**src/rtl/serial_rom_rd_pkg.sv**
```systemverilog
// Shared constants and the sequencer state type for the serial EEPROM reader.
// Assumes a single-opcode read with two address bytes sent MSB first.
package serial_rom_rd_pkg;
    localparam int            BYTE_W      = 8;
    localparam int            HDR_BYTES   = 3;
    localparam logic [7:0]    READ_OPCODE = 8'h03;

    typedef enum logic [3:0] {
        ST_IDLE,
        ST_OPEN_HI,
        ST_OPEN_LO,
        ST_OB_SET,
        ST_OB_RISE,
        ST_OB_FALL,
        ST_IB_RISE,
        ST_IB_FALL,
        ST_PUSH,
        ST_SHUT_LO,
        ST_SHUT_HI,
        ST_FIN
    } rd_state_e;
endpackage

```
**src/rtl/serial_rom_rd_timer.sv**
```systemverilog
// Step timer: measures how long each control-word state is held.
// Assumes restart_i pulses in the cycle the sequencer changes state; the hold
// length is captured on capture_i and zero is promoted to one.
module serial_rom_rd_timer #(
    parameter int HOLD_W = 8
) (
    input  logic              clk,
    input  logic              rst_n,
    input  logic              capture_i,
    input  logic [HOLD_W-1:0] hold_i,
    input  logic              restart_i,
    input  logic              run_i,
    output logic              step_end_o
);
    localparam logic [HOLD_W-1:0] ONE = HOLD_W'(1);

    logic [HOLD_W-1:0] hold_q;
    logic [HOLD_W-1:0] cnt_q;
    logic [HOLD_W-1:0] hold_eff;
    logic [HOLD_W-1:0] load_val;

    // Promote a zero hold request and select captured or fresh length.
    always_comb begin
        hold_eff = (hold_i == '0) ? ONE : hold_i;
        load_val = capture_i ? hold_eff : hold_q;
    end

    // Capture the hold length when a transfer is accepted.
    always_ff @(posedge clk) begin
        if (!rst_n)         hold_q <= ONE;
        else if (capture_i) hold_q <= hold_eff;
    end

    // Count down the cycles left in the current state.
    always_ff @(posedge clk) begin
        if (!rst_n)            cnt_q <= '0;
        else if (restart_i)    cnt_q <= load_val - ONE;
        else if (cnt_q != '0)  cnt_q <= cnt_q - ONE;
    end

    assign step_end_o = run_i && (cnt_q == '0);


    countdown_chk: assert property (@(posedge clk) disable iff (!rst_n)
        (!restart_i && cnt_q != '0) |=> (cnt_q == $past(cnt_q) - ONE));
endmodule

```
**src/rtl/serial_rom_rd_shifter.sv**
```systemverilog
// Byte shifter pair: an outbound register presenting its MSB, and an inbound
// register filled MSB first. Assumes load and shift are never asserted together.
module serial_rom_rd_shifter
    import serial_rom_rd_pkg::*;
(
    input  logic              clk,
    input  logic              rst_n,
    input  logic              load_i,
    input  logic [BYTE_W-1:0] load_byte_i,
    input  logic              shift_i,
    input  logic              sample_i,
    input  logic              sdi_i,
    output logic              tx_msb_o,
    output logic [BYTE_W-1:0] rx_byte_o
);
    logic [BYTE_W-1:0] tx_q;
    logic [BYTE_W-1:0] rx_q;

    // Outbound byte: load a new byte or move the next bit into the MSB.
    always_ff @(posedge clk) begin
        if (!rst_n)       tx_q <= '0;
        else if (load_i)  tx_q <= load_byte_i;
        else if (shift_i) tx_q <= {tx_q[BYTE_W-2:0], 1'b0};
    end

    // Inbound byte: append the sampled bit at the LSB end.
    always_ff @(posedge clk) begin
        if (!rst_n)        rx_q <= '0;
        else if (sample_i) rx_q <= {rx_q[BYTE_W-2:0], sdi_i};
    end

    assign tx_msb_o  = tx_q[BYTE_W-1];
    assign rx_byte_o = rx_q;


    rx_stable_chk: assert property (@(posedge clk) disable iff (!rst_n)
        !sample_i |=> $stable(rx_q));
endmodule

```
**src/rtl/serial_rom_rd_ctrl.sv**
```systemverilog
// Sequencer for the bit-banged read: open access, send opcode and address,
// clock in bytes with stream back-pressure, close access, report done.
// Assumes step_end_i comes from the step timer driven by timer_* outputs.
module serial_rom_rd_ctrl
    import serial_rom_rd_pkg::*;
#(
    parameter int CNT_W = 16
) (
    input  logic              clk,
    input  logic              rst_n,
    input  logic              start_i,
    input  logic [15:0]       offset_i,
    input  logic [CNT_W-1:0]  count_i,
    input  logic              step_end_i,
    input  logic              rd_ready_i,
    input  logic              tx_msb_i,
    output logic              timer_run_o,
    output logic              timer_restart_o,
    output logic              hold_capture_o,
    output logic              tx_load_o,
    output logic [BYTE_W-1:0] tx_byte_o,
    output logic              tx_shift_o,
    output logic              rx_sample_o,
    output logic              acc_hi_o,
    output logic              acc_lo_o,
    output logic              sclk_o,
    output logic              sdo_o,
    output logic              rd_valid_o,
    output logic              busy_o,
    output logic              done_o,
    output logic              error_o
);
    localparam int            BIT_W    = $clog2(BYTE_W);
    localparam logic [BIT_W-1:0] LAST_BIT = BIT_W'(BYTE_W - 1);
    localparam logic [1:0]    HDR_LAST = 2'(HDR_BYTES - 1);
    localparam logic [CNT_W-1:0] CNT_ONE = CNT_W'(1);

    rd_state_e        state_q, state_d;
    logic [BIT_W-1:0] bit_q, bit_d;
    logic [1:0]       hdr_q, hdr_d;
    logic [CNT_W-1:0] left_q, left_d;
    logic [15:0]      off_q;
    logic             err_q;

    // Next-state and datapath control decode.
    always_comb begin
        state_d        = state_q;
        bit_d          = bit_q;
        hdr_d          = hdr_q;
        left_d         = left_q;
        tx_load_o      = 1'b0;
        tx_byte_o      = READ_OPCODE;
        tx_shift_o     = 1'b0;
        rx_sample_o    = 1'b0;
        hold_capture_o = 1'b0;
        unique case (state_q)
            ST_IDLE: if (start_i) begin
                state_d        = ST_OPEN_HI;
                tx_load_o      = 1'b1;
                bit_d          = '0;
                hdr_d          = '0;
                left_d         = count_i;
                hold_capture_o = 1'b1;
            end
            ST_OPEN_HI: if (step_end_i) state_d = ST_OPEN_LO;
            ST_OPEN_LO: if (step_end_i) state_d = ST_OB_SET;
            ST_OB_SET:  if (step_end_i) state_d = ST_OB_RISE;
            ST_OB_RISE: if (step_end_i) state_d = ST_OB_FALL;
            ST_OB_FALL: if (step_end_i) begin
                if (bit_q != LAST_BIT) begin
                    bit_d      = bit_q + BIT_W'(1);
                    tx_shift_o = 1'b1;
                    state_d    = ST_OB_SET;
                end else begin
                    bit_d = '0;
                    if (hdr_q != HDR_LAST) begin
                        hdr_d     = hdr_q + 2'd1;
                        tx_load_o = 1'b1;
                        tx_byte_o = (hdr_q == 2'd0) ? off_q[15:8] : off_q[7:0];
                        state_d   = ST_OB_SET;
                    end else begin
                        state_d = (left_q == '0) ? ST_SHUT_LO : ST_IB_RISE;
                    end
                end
            end
            ST_IB_RISE: if (step_end_i) begin
                rx_sample_o = 1'b1;
                state_d     = ST_IB_FALL;
            end
            ST_IB_FALL: if (step_end_i) begin
                if (bit_q != LAST_BIT) begin
                    bit_d   = bit_q + BIT_W'(1);
                    state_d = ST_IB_RISE;
                end else begin
                    bit_d   = '0;
                    state_d = ST_PUSH;
                end
            end
            ST_PUSH: if (rd_ready_i) begin
                left_d  = left_q - CNT_ONE;
                state_d = (left_q == CNT_ONE) ? ST_SHUT_LO : ST_IB_RISE;
            end
            ST_SHUT_LO: if (step_end_i) state_d = ST_SHUT_HI;
            ST_SHUT_HI: if (step_end_i) state_d = ST_FIN;
            ST_FIN:     state_d = ST_IDLE;
            default:    state_d = ST_IDLE;
        endcase
    end

    // Sequencer registers.
    always_ff @(posedge clk) begin
        if (!rst_n) begin
            state_q <= ST_IDLE;
            bit_q   <= '0;
            hdr_q   <= '0;
            left_q  <= '0;
        end else begin
            state_q <= state_d;
            bit_q   <= bit_d;
            hdr_q   <= hdr_d;
            left_q  <= left_d;
        end
    end

    // Capture the start offset of an accepted request.
    always_ff @(posedge clk) begin
        if (!rst_n)                           off_q <= '0;
        else if (start_i && state_q == ST_IDLE) off_q <= offset_i;
    end

    // Flag a start request that arrives while busy.
    always_ff @(posedge clk) begin
        if (!rst_n) err_q <= 1'b0;
        else        err_q <= start_i && (state_q != ST_IDLE);
    end

    // Timer control: restart on every state change, idle in untimed states.
    always_comb begin
        timer_restart_o = (state_d != state_q);
        timer_run_o     = !(state_q inside {ST_IDLE, ST_PUSH, ST_FIN});
    end

    // Control word and status decode from the current state.
    always_comb begin
        acc_hi_o   = !(state_q inside {ST_IDLE, ST_SHUT_HI, ST_FIN});
        acc_lo_o   = state_q inside {ST_IDLE, ST_OPEN_HI, ST_SHUT_LO, ST_SHUT_HI, ST_FIN};
        sclk_o     = state_q inside {ST_OB_RISE, ST_IB_RISE};
        sdo_o      = (state_q inside {ST_OB_SET, ST_OB_RISE, ST_OB_FALL}) && tx_msb_i;
        rd_valid_o = (state_q == ST_PUSH);
        busy_o     = (state_q != ST_IDLE);
        done_o     = (state_q == ST_FIN);
        error_o    = err_q;
    end


    zero_count_chk: assert property (@(posedge clk) disable iff (!rst_n)
        (state_q == ST_OB_FALL && step_end_i && bit_q == LAST_BIT
         && hdr_q == HDR_LAST && left_q == '0) |=> (state_q == ST_SHUT_LO));
endmodule

```
**src/rtl/serial_rom_reader.sv**
```systemverilog
// Top of the serial EEPROM reader: ties the sequencer, step timer and byte
// shifter together. Assumes sdi_i is synchronous to clk.
module serial_rom_reader
    import serial_rom_rd_pkg::*;
#(
    parameter int CNT_W  = 16,
    parameter int HOLD_W = 8
) (
    input  logic              clk,
    input  logic              rst_n,
    input  logic              start_i,
    input  logic [15:0]       offset_i,
    input  logic [CNT_W-1:0]  count_i,
    input  logic [HOLD_W-1:0] hold_i,
    input  logic              rd_ready_i,
    input  logic              sdi_i,
    output logic              acc_hi_o,
    output logic              acc_lo_o,
    output logic              sclk_o,
    output logic              sdo_o,
    output logic [7:0]        rd_data_o,
    output logic              rd_valid_o,
    output logic              busy_o,
    output logic              done_o,
    output logic              error_o
);
    logic              step_end;
    logic              timer_run;
    logic              timer_restart;
    logic              hold_capture;
    logic              tx_load;
    logic [BYTE_W-1:0] tx_byte;
    logic              tx_shift;
    logic              rx_sample;
    logic              tx_msb;

    serial_rom_rd_ctrl #(.CNT_W(CNT_W)) i_ctrl (
        .clk             (clk),
        .rst_n           (rst_n),
        .start_i         (start_i),
        .offset_i        (offset_i),
        .count_i         (count_i),
        .step_end_i      (step_end),
        .rd_ready_i      (rd_ready_i),
        .tx_msb_i        (tx_msb),
        .timer_run_o     (timer_run),
        .timer_restart_o (timer_restart),
        .hold_capture_o  (hold_capture),
        .tx_load_o       (tx_load),
        .tx_byte_o       (tx_byte),
        .tx_shift_o      (tx_shift),
        .rx_sample_o     (rx_sample),
        .acc_hi_o        (acc_hi_o),
        .acc_lo_o        (acc_lo_o),
        .sclk_o          (sclk_o),
        .sdo_o           (sdo_o),
        .rd_valid_o      (rd_valid_o),
        .busy_o          (busy_o),
        .done_o          (done_o),
        .error_o         (error_o)
    );

    serial_rom_rd_timer #(.HOLD_W(HOLD_W)) i_timer (
        .clk        (clk),
        .rst_n      (rst_n),
        .capture_i  (hold_capture),
        .hold_i     (hold_i),
        .restart_i  (timer_restart),
        .run_i      (timer_run),
        .step_end_o (step_end)
    );

    serial_rom_rd_shifter i_shift (
        .clk         (clk),
        .rst_n       (rst_n),
        .load_i      (tx_load),
        .load_byte_i (tx_byte),
        .shift_i     (tx_shift),
        .sample_i    (rx_sample),
        .sdi_i       (sdi_i),
        .tx_msb_o    (tx_msb),
        .rx_byte_o   (rd_data_o)
    );


    open_order_chk: assert property (@(posedge clk) disable iff (!rst_n)
        $fell(acc_lo_o) |-> (acc_hi_o && $past(acc_hi_o)));


    close_order_chk: assert property (@(posedge clk) disable iff (!rst_n)
        $fell(acc_hi_o) |-> (acc_lo_o && $past(acc_lo_o)));


    sdo_hold_chk: assert property (@(posedge clk) disable iff (!rst_n)
        (sclk_o && $past(sclk_o)) |-> $stable(sdo_o));


    sclk_open_chk: assert property (@(posedge clk) disable iff (!rst_n)
        sclk_o |-> (acc_hi_o && !acc_lo_o));


    stall_chk: assert property (@(posedge clk) disable iff (!rst_n)
        (rd_valid_o && !rd_ready_i) |=> (rd_valid_o && $stable(rd_data_o) && !sclk_o));


    done_pulse_chk: assert property (@(posedge clk) disable iff (!rst_n)
        done_o |=> (!done_o && !busy_o));


    error_cause_chk: assert property (@(posedge clk) disable iff (!rst_n)
        $rose(error_o) |-> ($past(start_i) && $past(busy_o)));
endmodule

```
**config.mk**
```make
export PLATFORM = sky130hd
export DESIGN_NAME = serial_rom_reader
export DESIGN_NICKNAME = d
export VERILOG_FILES = /design/src/rtl/serial_rom_rd_pkg.sv /design/src/rtl/serial_rom_rd_timer.sv /design/src/rtl/serial_rom_rd_shifter.sv /design/src/rtl/serial_rom_rd_ctrl.sv /design/src/rtl/serial_rom_reader.sv
export SDC_FILE = /design/constraint.sdc
export NUM_CORES = 1
export LEC_CHECK = 0
export ABC_AREA = 1
export BUFFER_PORTS_ARGS = -buffer_cell sky130_fd_sc_hd__buf_2
export CAP_MARGIN = 10
export CORE_MARGIN = 5
export CORE_UTILIZATION = 32
export DETAILED_ROUTE_END_ITERATION = 12
export GPL_ROUTABILITY_DRIVEN = 1
export GPL_TIMING_DRIVEN = 0
export PLACE_DENSITY = 0.52
export SLEW_MARGIN = 20
export SYNTH_ARGS = -nofsm -noshare
export SYNTH_HDL_FRONTEND = slang
export SYNTH_SLANG_ARGS = --single-unit
```
**constraint.sdc**
```tcl
create_clock -name clk -period 3.3 [get_ports clk]
set_clock_uncertainty 0.05 [all_clocks]
set_input_delay 0.825 -clock clk [delete_from_list [all_inputs] [get_ports clk]]
set_output_delay 0.825 -clock clk [all_outputs]
set_load 0.05 [all_outputs]
```
==> key figures <==
Critical path
  – Worst Path Max Fanout: 8
  – Kind of critical path: reg2reg
  – CP Capture Type: flip-flop
  – CP startpoint kind: flip-flop
  – Worst Path Required: 3.45 ns
  – Worst endpoint data arrival time: just over 3 ns

Global route
  – GRT Overall Usage: 15.2%
  – Maximum number of pins on one net before global-route repair: 12
  – Global-route wire length before repair: 18.0 mm
  – GR Overflow Total: 0
  – Antenna violations before repair: 0
  – Vias in the first global route: ~3800

STA
  – WHS: a little over 0.4 ns
  – Worst-margin pin slew: 0.662 ns
  – Final WS setup: about 0.36 ns
  – Fin. max-slew vios: 0
  – Final hold vios: 0
  – Final setup violation count: 0
  – Fin crit share: 89.1%
  – RSZ-0062 raised after global routing: false
  – Min cycle time layout: 2.94 ns
  – Relative slew slack: 55.9%
  – Setup TNS: 0 ns
  – Max Fclk: between 0.3 and 0.4 GHz

Clocking
  – Post-CTS Hold Fix Bufs: 0
  – Clock Sinks: 74
  – Worst-Skew Late Latency: about 0.34 ns
  – CTS tree: done
  – Cts bufs inserted: 9
  – H-tree Lvls: 3
  – CTS clk-pin slew, worst paths: approximately 0.060 ns
  – Clock buffer depth: 2
  – Clock Root Buffer: clkbuf_16
  – Post-CTS setup buffers: 0

Detailed routing
  – Routed Antenna Nets: 0
  – Iteration-0 DRC Markers: 269
  – Routed WL: 10.6 mm
  – Via/cell ratio: 4.71
  – Via count: 3910
  – Routed wire per std cell: approximately 13 um
  – First-pass DRT Iterations: 4
  – # DRC: 0

Pwr
  – Max VDD drop: 0.313 mV
  – Pwr dens: 694 nW/um2
  – Leakage: approximately 2.1 nW

Die
  – Top-Level Pins: 61
  – Die ar.: 14800 um2
  – Row count: 40
  – Starting density of the core: 32.8%
  – Die X: 121 um
  – Core ar.: 12100 um2
  – Vert. Die Dim: 121 um

Placement
  – Post-place setup slack: 0.216 ns
  – Final RePlAce weighted congestion: slightly below 0.9
  – Hpwl dp: 8.16 mm
  – Placed Area: ~4500 um2
  – IO buf count: 59

Logic synthesis
  – Mapped Avg Cell Area: 6.76 um2
  – Syn_nets: 641
  – Distinct cell type count after synthesis: 41
  – Multiplexer area fraction after synthesis: 1.51%
  – Adder-Cell Fraction of Synth Area: 2.52%
  – Top cell type by total area after synthesis: dfxtp_1
  – XOR/XNOR share of the synthesized area: 1.54%
  – Largest cells by area after synthesis: dfxtp_1 37%, nand2_1 13%, o21ai_0 7.8%, a21oi_1 7.4%, nor2_1 6.4%
  – #FFs+latches synth: 74
  – Post-Syn Instances: approximately 600
  – Mapped cell area: 3980 um2
  – Largest family of logic cells by synthesized area: simple AND/OR/NAND/NOR gates
  – Synth Area in Compound Gates: 19.7%
  – Register area share after synthesis: 37.2%
  – Post-Synth Simple-Gate Area: 29.3%
  – Yosys top cell area share: a little under two fifths
  – Ys Warns: 0

Layout
  – Fin nets: 711
  – Share of cells above drive strength 1: 17.2%
  – Ant diodes: 0
  – Area grow syn2layout: 20.5%
  – Final instance area: 4790 um2

Job
  – Max_cap viols: 0

Worst hold path
  – Worst Hold Class: reg2reg

Status
  – Status: finished, final reports clean
final timing paths:
path | slack, ns | startpoint | end | depth (start not counted)
worst min-delay path | 0.41 | i_ctrl.off_q[0] | i_ctrl.off_q[0] | 2
worst min register to register | 0.41 | i_ctrl.off_q[0] | i_ctrl.off_q[0] | 2
worst max-delay path | 0.36 | i_ctrl.state_q[0] | i_timer.cnt_q[4] | 20
worst max register to register | 0.36 | i_ctrl.state_q[0] | i_timer.cnt_q[4] | 20
critical path, cell delays in order (launching register included):
cell     delay, ns
dfxtp_1       0.48
inv_2         0.11
nand2_2       0.13
nor2_1        0.09
nand2_1       0.31
nand2_2       0.08
nor2_1        0.17
nand3_1       0.11
nand2_1       0.10
nand2_2       0.07
nand2_4       0.11
nor2_8        0.06
o21ai_1       0.27
inv_1         0.08
ha_1          0.21
nand3_2       0.11
nor2_2        0.06
nand2_1       0.08
nand2_1       0.05
nand2_1       0.06
nor2_1        0.04
synth_stat cells, drive strengths merged:
master   number
a211oi        4
a21oi        59
a221oi        2
a2bb2oi       1
a31oi         4
a41oi         1
buf           5
clkbuf       15
clkinv        4
dfxtp        74
ha            8
inv          58
mux2i         6
nand2       153
nand3        21
nand4         3
nor2         77
nor3          7
nor4          1
o211ai        3
o21ai        66
o21bai        2
o221ai        1
o22ai         2
o31a          1
or2           3
xnor2         3
xor2          4
cell families after synthesis:
| group | Yosys count |
|---|---|
| XOR/XNOR | 7 |
| AND/OR/NAND/NOR | 265 |
| adder cells (fa/ha/maj) | 8 |
| AO/OA/AOI/OAI | 146 |
| flip-flops | 74 |
| multiplexers | 6 |
| buffers and inverters | 82 |
placed cells by master, fill, tap and decap left out, drive strengths merged:
cell type and n:
nand2 153, nor2 77, dfxtp 74, o21ai 66
buf 64, a21oi 59, inv 58, clkbuf 28
nand3 21, ha 8, nor3 7, mux2i 6
clkinv 5, xor2 4, a31oi 4, a211oi 4
nand4 3, xnor2 3, o211ai 3, or2 3
o22ai 2, o21bai 2, a221oi 2, nor4 1
a2bb2oi 1, o31a 1, o221ai 1, a41oi 1
bufinv 1
report_power, final:
| group | leakage, nW | total (mW) | switching (mW) | internal [mW] |
|---|---|---|---|---|
| combinational | 1.39 | 1.21 | 0.802 | 0.411 |
| clock | 0.152 | 1.00 | 0.362 | 0.642 |
| sequential | 0.607 | 1.11 | 0.0805 | 1.03 |
| total | 2.15 | 3.33 | 1.24 | 2.08 |
sequential cells by signal, summed over array words and instances, names as in the netlist:
signal,count
i_ctrl.error_o,1
i_ctrl.bit_q,3
i_timer.hold_q,8
i_shift.tx_q,8
i_ctrl.left_q,16
i_ctrl.off_q,16
i_shift.rx_byte_o,8
i_timer.cnt_q,8
i_ctrl.state_q,4
i_ctrl.hdr_q,2
per-layer routing:
metal / vias up / global-route usage, % / wire (um)
met4: 0 / 7.49 / 263
met5: - / 0 / 0
met1: 1791 / 18.7 / 4890
li1: 2062 / - / -
met3: 16 / 3.22 / 295
met2: 41 / 25.1 / 5160
metrics by stage:
| step | std cells | utilization (%) | power (mW) |
|---|---|---|---|
| after global routing | 830 | 39.6 | 3.59 |
| after CTS | 830 | 39.5 | 3.36 |
| final | 830 | 39.6 | 3.33 |
| after floorplan | 588 | - | 2.06 |
| after global placement | 815 | 37.0 | 2.33 |
| after detailed placement | 815 | 37.0 | 2.34 |
final cells by class:
class,count,area [um2]
Timing Repair Buffer,59,295
Clock inverter,2,35.0
Fill cell,1329,7320
Buffer,20,92.6
Sequential cell,74,1480
Tap cell,168,210
Multi-Input combinational cell,432,2170
Inverter,62,235
Clock buffer,13,270
timing repair:
action | in CTS | in global routing
hold endpoints to repair | 0 | 0
setup endpoints to repair | 0 | 2
gates resized for setup | 0 | 1
Note: power is estimated with default switching activity, not from simulation.
